File: config.mk
export PLATFORM = sky130hd
export DESIGN_NAME = phy_bringup_seq
export DESIGN_NICKNAME = d
export VERILOG_FILES = /design/src/rtl/phy_bringup_pkg.sv /design/src/rtl/pbu_adv_builder.sv /design/src/rtl/pbu_poll_timer.sv /design/src/rtl/pbu_poll_budget.sv /design/src/rtl/phy_bringup_seq.sv
export SDC_FILE = /design/constraint.sdc
export NUM_CORES = 1
export LEC_CHECK = 0
export BUFFER_PORTS_ARGS = -buffer_cell sky130_fd_sc_hd__buf_2
export CORE_MARGIN = 2
export CORE_UTILIZATION = 50
export CTS_CLUSTER_SIZE = 14
export DETAILED_ROUTE_END_ITERATION = 7
export HOLD_SLACK_MARGIN = 0.12
export PLACE_DENSITY_LB_ADDON = 0.1
export SLEW_MARGIN = 15
export SYNTH_ARGS = -nofsm -noshare
export SYNTH_HDL_FRONTEND = slang
export SYNTH_SLANG_ARGS = --single-unit
File: constraint.sdc
create_clock -name clk -period 4.67 [get_ports clk]
set_clock_uncertainty 0.05 [all_clocks]
set_input_delay 0.934 -clock clk [delete_from_list [all_inputs] [get_ports clk]]
set_output_delay 0.934 -clock clk [all_outputs]
set_load 0.02 [all_outputs]
File: src/rtl/phy_bringup_pkg.sv
// Package: shared state encoding and clause-22 bit positions for the PHY
// bring-up sequencer. Assumes 16-bit management registers.
package phy_bringup_pkg;

    localparam int DATA_W = 16;
    localparam int REG_W  = 5;

    // Control register bits
    localparam int CTL_RESET_BIT   = 15;
    localparam int CTL_SPEED_BIT   = 13;
    localparam int CTL_AN_EN_BIT   = 12;
    localparam int CTL_AN_RST_BIT  = 9;
    localparam int CTL_DUPLEX_BIT  = 8;

    // Status register bits
    localparam int ST_AN_DONE_BIT  = 5;
    localparam int ST_RFAULT_BIT   = 4;

    // Capability -> advertisement mapping (T4, 100F, 100H, 10F, 10H)
    localparam int NUM_CAPS = 5;
    localparam int unsigned CAP_BIT [0:NUM_CAPS-1] = '{15, 14, 13, 12, 11};
    localparam int unsigned ADV_BIT [0:NUM_CAPS-1] = '{9, 8, 7, 6, 5};

    localparam logic [DATA_W-1:0] ADV_SELECTOR = 16'h0001;
    localparam logic [DATA_W-1:0] MASK_ALL     = 16'hFFFF;

    typedef enum logic [3:0] {
        S_IDLE,
        S_WR_RST,
        S_RD_CTRL,
        S_WAIT_RST,
        S_WR_MASK,
        S_RD_CAPS,
        S_WR_ADV,
        S_RD_ADV,
        S_WR_ANEG,
        S_RD_STAT,
        S_WR_FORCE,
        S_WAIT_AN,
        S_DONE
    } seq_state_t;

    function automatic logic [DATA_W-1:0] bit_word(input int pos);
        return DATA_W'(1) << pos;
    endfunction

endpackage

File: src/rtl/pbu_adv_builder.sv
// Module: maps the PHY's capability bits to the advertisement word.
// Assumes caps[i] holds the status bit CAP_BIT[i]; purely combinational.
module pbu_adv_builder
    import phy_bringup_pkg::*;
(
    input  logic [NUM_CAPS-1:0] caps,
    output logic [DATA_W-1:0]   adv
);

    logic [DATA_W-1:0] part [NUM_CAPS];

    for (genvar g = 0; g < NUM_CAPS; g++) begin : g_cap
        // one advertisement bit per capability
        assign part[g] = caps[g] ? bit_word(int'(ADV_BIT[g])) : '0;
    end

    // merge selector field with all capability bits
    always_comb begin
        adv = ADV_SELECTOR;
        for (int i = 0; i < NUM_CAPS; i++) begin
            adv = adv | part[i];
        end
    end

endmodule

File: src/rtl/pbu_poll_timer.sv
// Module: counts slow timebase ticks while `run` is high and pulses `expire`
// on the TICKS-th tick. Assumes the caller drops `run` after expiry.
module pbu_poll_timer #(
    parameter int TICKS = 5
) (
    input  logic clk,
    input  logic rst_n,
    input  logic run,
    input  logic tick,
    output logic expire
);

    localparam int CW = (TICKS < 2) ? 1 : $clog2(TICKS + 1);
    localparam logic [CW-1:0] LAST = CW'(TICKS - 1);

    logic [CW-1:0] cnt;

    // tick counter, cleared whenever the wait is not active
    always_ff @(posedge clk) begin
        if (!rst_n || !run) begin
            cnt <= '0;
        end else if (tick) begin
            cnt <= cnt + 1'b1;
        end
    end

    // expiry on the last tick of the window
    always_comb begin
        expire = run && tick && (cnt == LAST);
    end

    a_r3_timer_in_window: assert property (@(posedge clk) disable iff (!rst_n)
        run |-> (cnt <= LAST));

    a_r8_timer_fresh_start: assert property (@(posedge clk) disable iff (!rst_n)
        $rose(run) |-> (cnt == '0));

endmodule

File: src/rtl/pbu_poll_budget.sv
// Module: down-counter of remaining polls. Loaded at the start of a poll
// loop, decremented per unsuccessful poll. Assumes load and dec never coincide.
module pbu_poll_budget #(
    parameter int MAXN = 20
) (
    input  logic         clk,
    input  logic         rst_n,
    input  logic         load,
    input  logic [$clog2(MAXN+1)-1:0] load_val,
    input  logic         dec,
    output logic         is_one,
    output logic         is_zero
);

    localparam int BW = $clog2(MAXN + 1);

    logic [BW-1:0] left;

    // remaining-poll register
    always_ff @(posedge clk) begin
        if (!rst_n) begin
            left <= '0;
        end else if (load) begin
            left <= load_val;
        end else if (dec) begin
            left <= left - 1'b1;
        end
    end

    // boundary flags for the sequencer
    always_comb begin
        is_one  = (left == BW'(1));
        is_zero = (left == '0);
    end

    a_r10_no_underflow: assert property (@(posedge clk) disable iff (!rst_n)
        dec |-> !is_zero);

    a_r3_load_dec_exclusive: assert property (@(posedge clk) disable iff (!rst_n)
        !(load && dec));

endmodule

File: src/rtl/phy_bringup_seq.sv
// Module: top of the PHY bring-up sequencer. Issues single MDIO accesses
// through a request/done handshake: reset, interrupt mask, advertisement,
// negotiation restart and polling. Assumes mdio_done pulses one cycle per
// request and tick is a one-cycle pulse of the slow timebase.
module phy_bringup_seq
    import phy_bringup_pkg::*;
#(
    parameter int          POLL_TICKS   = 5,
    parameter int          RST_POLLS    = 6,
    parameter int          ANEG_TIMEOUT = 10,
    parameter logic [4:0]  CTRL_REG     = 5'd0,
    parameter logic [4:0]  STAT_REG     = 5'd1,
    parameter logic [4:0]  ADV_REG      = 5'd4,
    parameter logic [4:0]  MASK_REG     = 5'd19
) (
    input  logic        clk,
    input  logic        rst_n,
    input  logic        start,
    input  logic        tick,
    output logic        mdio_req,
    output logic        mdio_wr,
    output logic [4:0]  mdio_reg,
    output logic [15:0] mdio_wdata,
    input  logic [15:0] mdio_rdata,
    input  logic        mdio_done,
    output logic        bring_done,
    output logic        link_up,
    output logic        rst_timeout,
    output logic        aneg_timeout,
    output logic        remote_fault
);

    localparam int AN_POLLS   = 2 * ANEG_TIMEOUT;
    localparam int BUDGET_MAX = (AN_POLLS > RST_POLLS) ? AN_POLLS : RST_POLLS;
    localparam int BW         = $clog2(BUDGET_MAX + 1);

    localparam logic [DATA_W-1:0] CTRL_RESET_WORD = bit_word(CTL_RESET_BIT);
    localparam logic [DATA_W-1:0] CTRL_ANEG_WORD  =
        bit_word(CTL_AN_EN_BIT) | bit_word(CTL_AN_RST_BIT);
    localparam logic [DATA_W-1:0] CTRL_FORCE_WORD =
        CTRL_ANEG_WORD | bit_word(CTL_SPEED_BIT) | bit_word(CTL_DUPLEX_BIT);

    seq_state_t        state;
    logic [DATA_W-1:0] adv_q;
    logic [DATA_W-1:0] adv_word;
    logic [NUM_CAPS-1:0] caps;
    logic              timer_run;
    logic              timer_expire;
    logic              bud_load;
    logic [BW-1:0]     bud_val;
    logic              bud_dec;
    logic              bud_one;
    logic              bud_zero;
    logic              rst_busy;
    logic              an_ack;
    logic              an_fault;

    // decode of the status bits the sequencer reacts to
    always_comb begin
        rst_busy = mdio_rdata[CTL_RESET_BIT];
        an_ack   = mdio_rdata[ST_AN_DONE_BIT];
        an_fault = mdio_rdata[ST_RFAULT_BIT];
    end

    for (genvar g = 0; g < NUM_CAPS; g++) begin : g_caps
        // gather the capability bits from the status word
        assign caps[g] = mdio_rdata[CAP_BIT[g]];
    end

    pbu_adv_builder u_adv (
        .caps (caps),
        .adv  (adv_word)
    );

    pbu_poll_timer #(.TICKS(POLL_TICKS)) u_timer (
        .clk    (clk),
        .rst_n  (rst_n),
        .run    (timer_run),
        .tick   (tick),
        .expire (timer_expire)
    );

    pbu_poll_budget #(.MAXN(BUDGET_MAX)) u_budget (
        .clk      (clk),
        .rst_n    (rst_n),
        .load     (bud_load),
        .load_val (bud_val),
        .dec      (bud_dec),
        .is_one   (bud_one),
        .is_zero  (bud_zero)
    );

    // timer runs only in the two wait states
    always_comb begin
        timer_run = (state == S_WAIT_RST) || (state == S_WAIT_AN);
    end

    // poll budget control: load at loop entry, decrement per failed poll
    always_comb begin
        bud_load = 1'b0;
        bud_val  = '0;
        bud_dec  = 1'b0;
        if (mdio_done) begin
            case (state)
                S_WR_RST:  begin bud_load = 1'b1; bud_val = BW'(RST_POLLS); end
                S_WR_ANEG: begin bud_load = 1'b1; bud_val = BW'(AN_POLLS);  end
                S_RD_CTRL: bud_dec = rst_busy;
                S_RD_STAT: bud_dec = !an_ack;
                default:   ;
            endcase
        end
    end

    // request fields follow the current access state
    always_comb begin
        mdio_req   = 1'b1;
        mdio_wr    = 1'b0;
        mdio_reg   = CTRL_REG;
        mdio_wdata = '0;
        case (state)
            S_WR_RST:   begin mdio_wr = 1'b1; mdio_wdata = CTRL_RESET_WORD; end
            S_RD_CTRL:  ;
            S_WR_MASK:  begin mdio_wr = 1'b1; mdio_reg = MASK_REG; mdio_wdata = MASK_ALL; end
            S_RD_CAPS:  mdio_reg = STAT_REG;
            S_WR_ADV:   begin mdio_wr = 1'b1; mdio_reg = ADV_REG; mdio_wdata = adv_q; end
            S_RD_ADV:   mdio_reg = ADV_REG;
            S_WR_ANEG:  begin mdio_wr = 1'b1; mdio_wdata = CTRL_ANEG_WORD; end
            S_RD_STAT:  mdio_reg = STAT_REG;
            S_WR_FORCE: begin mdio_wr = 1'b1; mdio_wdata = CTRL_FORCE_WORD; end
            default:    mdio_req = 1'b0;
        endcase
    end

    // done flag straight from the final state
    always_comb begin
        bring_done = (state == S_DONE);
    end

    // main sequencing and outcome flags
    always_ff @(posedge clk) begin
        if (!rst_n) begin
            state        <= S_IDLE;
            adv_q        <= '0;
            link_up      <= 1'b0;
            rst_timeout  <= 1'b0;
            aneg_timeout <= 1'b0;
            remote_fault <= 1'b0;
        end else begin
            case (state)
                S_IDLE, S_DONE: begin
                    if (start) begin
                        state        <= S_WR_RST;
                        link_up      <= 1'b0;
                        rst_timeout  <= 1'b0;
                        aneg_timeout <= 1'b0;
                        remote_fault <= 1'b0;
                    end
                end
                S_WR_RST: if (mdio_done) state <= S_RD_CTRL;
                S_RD_CTRL: begin
                    if (mdio_done) begin
                        if (!rst_busy) begin
                            state <= S_WR_MASK;
                        end else if (bud_one) begin
                            state       <= S_DONE;
                            rst_timeout <= 1'b1;
                        end else begin
                            state <= S_WAIT_RST;
                        end
                    end
                end
                S_WAIT_RST: if (timer_expire) state <= S_RD_CTRL;
                S_WR_MASK:  if (mdio_done) state <= S_RD_CAPS;
                S_RD_CAPS: begin
                    if (mdio_done) begin
                        adv_q <= adv_word;
                        state <= S_WR_ADV;
                    end
                end
                S_WR_ADV:  if (mdio_done) state <= S_RD_ADV;
                S_RD_ADV:  if (mdio_done) state <= S_WR_ANEG;
                S_WR_ANEG: if (mdio_done) state <= S_RD_STAT;
                S_RD_STAT: begin
                    if (mdio_done) begin
                        remote_fault <= an_fault;
                        if (an_ack) begin
                            state   <= S_DONE;
                            link_up <= !an_fault;
                        end else if (an_fault) begin
                            state <= S_WR_FORCE;
                        end else if (bud_one) begin
                            state        <= S_DONE;
                            aneg_timeout <= 1'b1;
                        end else begin
                            state <= S_WAIT_AN;
                        end
                    end
                end
                S_WR_FORCE: begin
                    if (mdio_done) begin
                        if (bud_zero) begin
                            state        <= S_DONE;
                            aneg_timeout <= 1'b1;
                        end else begin
                            state <= S_WAIT_AN;
                        end
                    end
                end
                S_WAIT_AN: if (timer_expire) state <= S_RD_STAT;
                default:   state <= S_IDLE;
            endcase
        end
    end

    a_r12_request_held: assert property (@(posedge clk) disable iff (!rst_n)
        (mdio_req && !mdio_done) |=> (mdio_req && $stable(mdio_reg)
                                      && $stable(mdio_wr) && $stable(mdio_wdata)));

    a_r11_link_clean: assert property (@(posedge clk) disable iff (!rst_n)
        link_up |-> (bring_done && !rst_timeout && !aneg_timeout && !remote_fault));

    a_r4_one_timeout_kind: assert property (@(posedge clk) disable iff (!rst_n)
        !(rst_timeout && aneg_timeout));

    a_r1_quiet_when_finished: assert property (@(posedge clk) disable iff (!rst_n)
        (bring_done || state == S_IDLE) |-> !mdio_req);

    a_r13_restart_clears: assert property (@(posedge clk) disable iff (!rst_n)
        (bring_done && start) |=> (!bring_done && !link_up && !rst_timeout
                                   && !aneg_timeout && !remote_fault));

    a_r9_force_after_fault: assert property (@(posedge clk) disable iff (!rst_n)
        (state == S_RD_STAT && mdio_done && !an_ack && an_fault)
            |=> (mdio_req && mdio_wr && mdio_wdata == CTRL_FORCE_WORD));

endmodule

# [Word level (Yosys, flattened, before mapping)]
# Index checks and enable logic that the tools add are counted.
# W data, S select, Z words.
[word_totals] inputBits=21 regBits=32
[classes] n_eq_ne=33 n_addsub=2 bitwise=4 reduce_logical=26 muxes=52
[op_table] operator="$pmux W16 S5" count=1
[op_table] operator="$or A16 B16 Y16" count=4
[op_table] operator="$mux W4" count=14
[op_table] operator="$pmux W4 S12" count=1
[op_table] operator="$ne A2 B2 Y1 const B" count=19
[op_table] operator="$eq A4 B4 Y1 const B" count=5
[op_table] operator="$mux W1" count=17
[op_table] operator="$eq A4 B3 Y1 const B" count=4
[op_table] operator="$mux W5" count=3
[op_table] operator="$pmux W5 S3" count=1
[op_table] operator="$mux W3" count=4
[op_table] operator="$reduce_and A12 Y1" count=1
[op_table] operator="$mux W10" count=1
[op_table] operator="$pmux W5 S2" count=1
[op_table] operator="$mux W9" count=1
[op_table] operator="$reduce_or A9 Y1" count=1
[op_table] operator="$eq A4 B2 Y1 const B" count=2
[op_table] operator="$mux W8" count=1
[op_table] operator="$pmux W1 S2" count=4
[op_table] operator="$reduce_and A8 Y1" count=1
[op_table] operator="$reduce_or A2 Y1" count=4
[op_table] operator="$mux W7" count=1
[op_table] operator="$mux W6" count=1
[op_table] operator="$reduce_bool A2 Y1" count=3
[op_table] operator="other kinds (17)" count=22

# [Logic depth before layout (Yosys ltp)]
[depth] depth_word=6 mapped_depth=7 mapped_depth_nobuf=7

# [Hierarchy]
# From an unflattened synthesis, not the netlist that was laid out.
[unflattened] hier_cells=301 area_unflattened_um2=2278.4
[modules_own_cells] module="phy_bringup_seq" cells_per_inst=234 n_inst=1 area_per_inst_um2=1712.9
[modules_own_cells] module="pbu_poll_budget" cells_per_inst=33 n_inst=1 area_per_inst_um2=282.8
[modules_own_cells] module="pbu_poll_timer" cells_per_inst=16 n_inst=1 area_per_inst_um2=155.1
[modules_own_cells] module="pbu_adv_builder" cells_per_inst=18 n_inst=1 area_per_inst_um2=127.6

# [Least setup slack after synthesis]
# OpenSTA, ideal clock, no wires.
[synth_path] kind="register -> output" start="reg state[0]" end="out mdio_wdata[10]" t_arrival_ps=1448 stages_incl_launch_ff=5 path_slack_ps=2238 required_ps=3686 cell_sequence="dfxtp_1 > buf_2 > or2_4 > nor2_1 > buf_4"
[synth_via] elab_chain_cells=2
[synth_rtl] element="start, declared" line="phy_bringup_seq.sv:43" rtl="seq_state_t state;"
[synth_rtl] element="start signal, assigned" line="phy_bringup_seq.sv:142" rtl="state <= S_IDLE;"
[synth_rtl] element="start signal, assigned" line="phy_bringup_seq.sv:152" rtl="state <= S_WR_RST;"
[synth_rtl] element="start signal, assigned" line="phy_bringup_seq.sv:159" rtl="S_WR_RST: if (mdio_done) state <= S_RD_CTRL;"
[synth_rtl] element="$eq A4 B4 Y1 (tied with other cells)" line="phy_bringup_seq.sv:120" rtl="case (state)"
[synth_rtl] element="$pmux W16 S5 *" line="phy_bringup_seq.sv:120"
[synth_rtl] element="end, declared" line="phy_bringup_seq.sv:23" rtl="output logic [15:0] mdio_wdata,"
# Every way passes the cells marked *; elsewhere a longest branch is shown, timed or not.

# [Worst setup path after layout]
[layout_path] start="reg state[3]" end="out mdio_wdata[8]"
# The elaborated chain is that of the path after synthesis.

==> results.cfg <==
[outcome]
status = complete, no violations

[logic_synthesis]
yosysWarnings = 0
synthDistinctLibCells = 56
synth_edf_count = 0
syn-cell-area_um2 = 1720
synth_fp_nets = 247
synthFlopType = dfxtp_1
ys_ff_latch = 22
ys_async_sr_fraction_pct = 0
syn_area_per_cell_um2 = 7.80
synthCells = 221
ys_seq_area_share_pct = 25.6

[clock_network]
clock_latency_ns = 0.30
ctsHoldBuffers = 0
cts_setup_buffers = 0
post_cts_resized = 0
root_buffer = clkbuf_4
cts_tree = yes
clockBufferDepth = 2
clkSinkCount = 22
cts.clk_slew.worst_paths_ns = 0.12
cts_htree_levels = 1
numCtsBuffers = 3

[cells_and_area]
drive_above_1_share_pct = 24.3
final_util_pct = 56.2
nets = 267
layout_commonest_cell = buf_2
multi_input_area_um2 = 1100
fill_cells = 349
area_growth_pct = 7.92
register_area_um2 = 440
antenna_cells = 0
final_cell_mix = 38 x buf_2, 22 x dfxtp_1, 18 x nor2_1

[drt]
wl_per_cell_um = 13.9
drt_iter0_drc = 174
dr_total_vias = 1604
via_per_inst = 5.63
drcViolationCount = 0
wirelength_um = 3950
ant_nets = 0
drt_pass1_iterations = 4

[floorplanning]
die_x_um = 62.7
die_y_um = 62.7
initial_core_util_pct = 52.0
core_area_um2 = 3310
io_pins = 49
dieArea_um2 = 3930
row_count = 21

[timing]
period_share_pct = 64.8
max_freq_mhz = 330
worstMarginPinSlew_ns = 0.960
setup-violations-final = 0
max_slew_margin_pct = 35.9
finalSetupTns_ns = 0
timing.final.hold_violations = 0
final-max-slew-violation-count = 0
fin_hold_ws_ns = 0.424
rsz0062_at_grt = no
period_needed_ns = 3.03

[critical_path]
crit_type = reg -> out
required_ns = 3.69
cp-start-kind = flop
critPathMaxFanout = 22
end_kind = output port
arrival_ns = 2.04

[global_routing]
grt_pass1_vias = 1462
overflow = 0
grt_pass1_wl_um = 6750
grt_start_max_net_pins = 29
grt.total_usage_pct = 20.9
antenna_found_initial = 0

[pwr]
totalPowerFinal_uw = 845
powerDensity_nw_per_um2 = 455
p_leak_uw = 0.000792
ir_worst_vdd_uv = 167

[worst_hold_path]
hp-class = reg -> reg

[job]
max-cap-violations = 0

[placed_design]
gp_congestion = 0.801
port_buffers = 38
place_hpwl_um = 2790
[worst paths after layout]
kind                            slack (ns)          endpoint      from  depth (start not counted)
worst max register to register        2.52  u_budget.left[2]  state[1]                          4
worst min-delay path                  0.42          adv_q[9]  adv_q[9]                          2
worst max-delay path                  1.64     mdio_wdata[8]  state[3]                          4
worst min register to register        0.42          adv_q[9]  adv_q[9]                          2
[area by class of cell]
cell class	instances	share of cell area [%]
repair buffers	39	10.6
multi-input cells	165	59.4
inverters	10	2.02
well taps	46	3.10
clock buffers	3	1.21
flip-flops and latches	22	23.7
[cells by family after synthesis]
kind of cell / Yosys count / synth area share (%)
adder cells (fa/ha/maj): 5 / 3.63
buffers and inverters: 34 / 10.4
flip-flops: 22 / 25.6
AO/OA/AOI/OAI: 58 / 24.0
XOR/XNOR: 3 / 1.53
other: 1 / 0.218
AND/OR/NAND/NOR: 92 / 31.2
multiplexers: 6 / 3.49
[sequential cells by signal, summed over array words and instances, names as in the netlist]
| signal | cells |
|---|---|
| aneg_timeout | 1 |
| remote_fault | 1 |
| link_up | 1 |
| adv_q | 6 |
| state | 4 |
| rst_timeout | 1 |
| u_timer.cnt | 3 |
| u_budget.left | 5 |
[Yosys cell counts (all sizes together) (2+ instances only)]
master   count  share of area (%)
xnor2        2                1.0
nand2b       7                2.7
nor3         4                1.2
buf         19                7.1
a21oi       13                4.0
a31oi        4                1.5
o21ai       12                3.5
nor3b        2               0.87
ha           5                3.6
nor4b        3                3.6
nand3       13                3.8
and2         3                1.1
nand3b       3                1.3
a32o         3                1.7
o2111ai      2                1.0
o211ai       4                2.0
or2          2               0.87
nor2        20                4.6
o21a         3                1.3
dfxtp       22                 26
nand2       18                4.1
mux2i        6                3.5
inv         10                2.2
a21boi       2               0.87
nand4        3                1.1
nor2b        9                3.3
nor4         2                1.1
clkbuf       5                1.1
o31ai        4                1.7
a32oi        2                1.0
[critical path, cell delays in order (launching register included)]
cell and delay (ns):
dfxtp_1 0.80, nor2b_1 0.51, nand2_1 0.10, a21oi_1 0.15
buf_2 0.17
[power breakdown]
group | total (µW) | leakage, µW | switching (µW) | internal [µW]
Combinational | 472 | 0.000601 | 280 | 192
Sequential | 287 | 0.000178 | 76.2 | 210
Clock | 86.7 | 0.0000138 | 56.6 | 30.1
[stage by stage]
step                cells  instance area, µm²  setup WS, ns
CTS                   285                1860          1.65
detailed placement    282                1840          2.01
global route          285                1860          1.42
global placement      282                1840          2.03
floorplan             221                1720          2.24
finish                285                1860          1.64
[per-layer routing]
layer	share of wire [%]	track usage [%]	wire, µm	up-vias
li1	-	-	-	813
met1	45	28.4	1790	745
met2	49	35.1	1930	41
met3	5.0	2.70	199	5
met4	0.96	5.00	38	0
met5	0	0	0	-
Note: power is estimated with default switching activity, not from simulation.
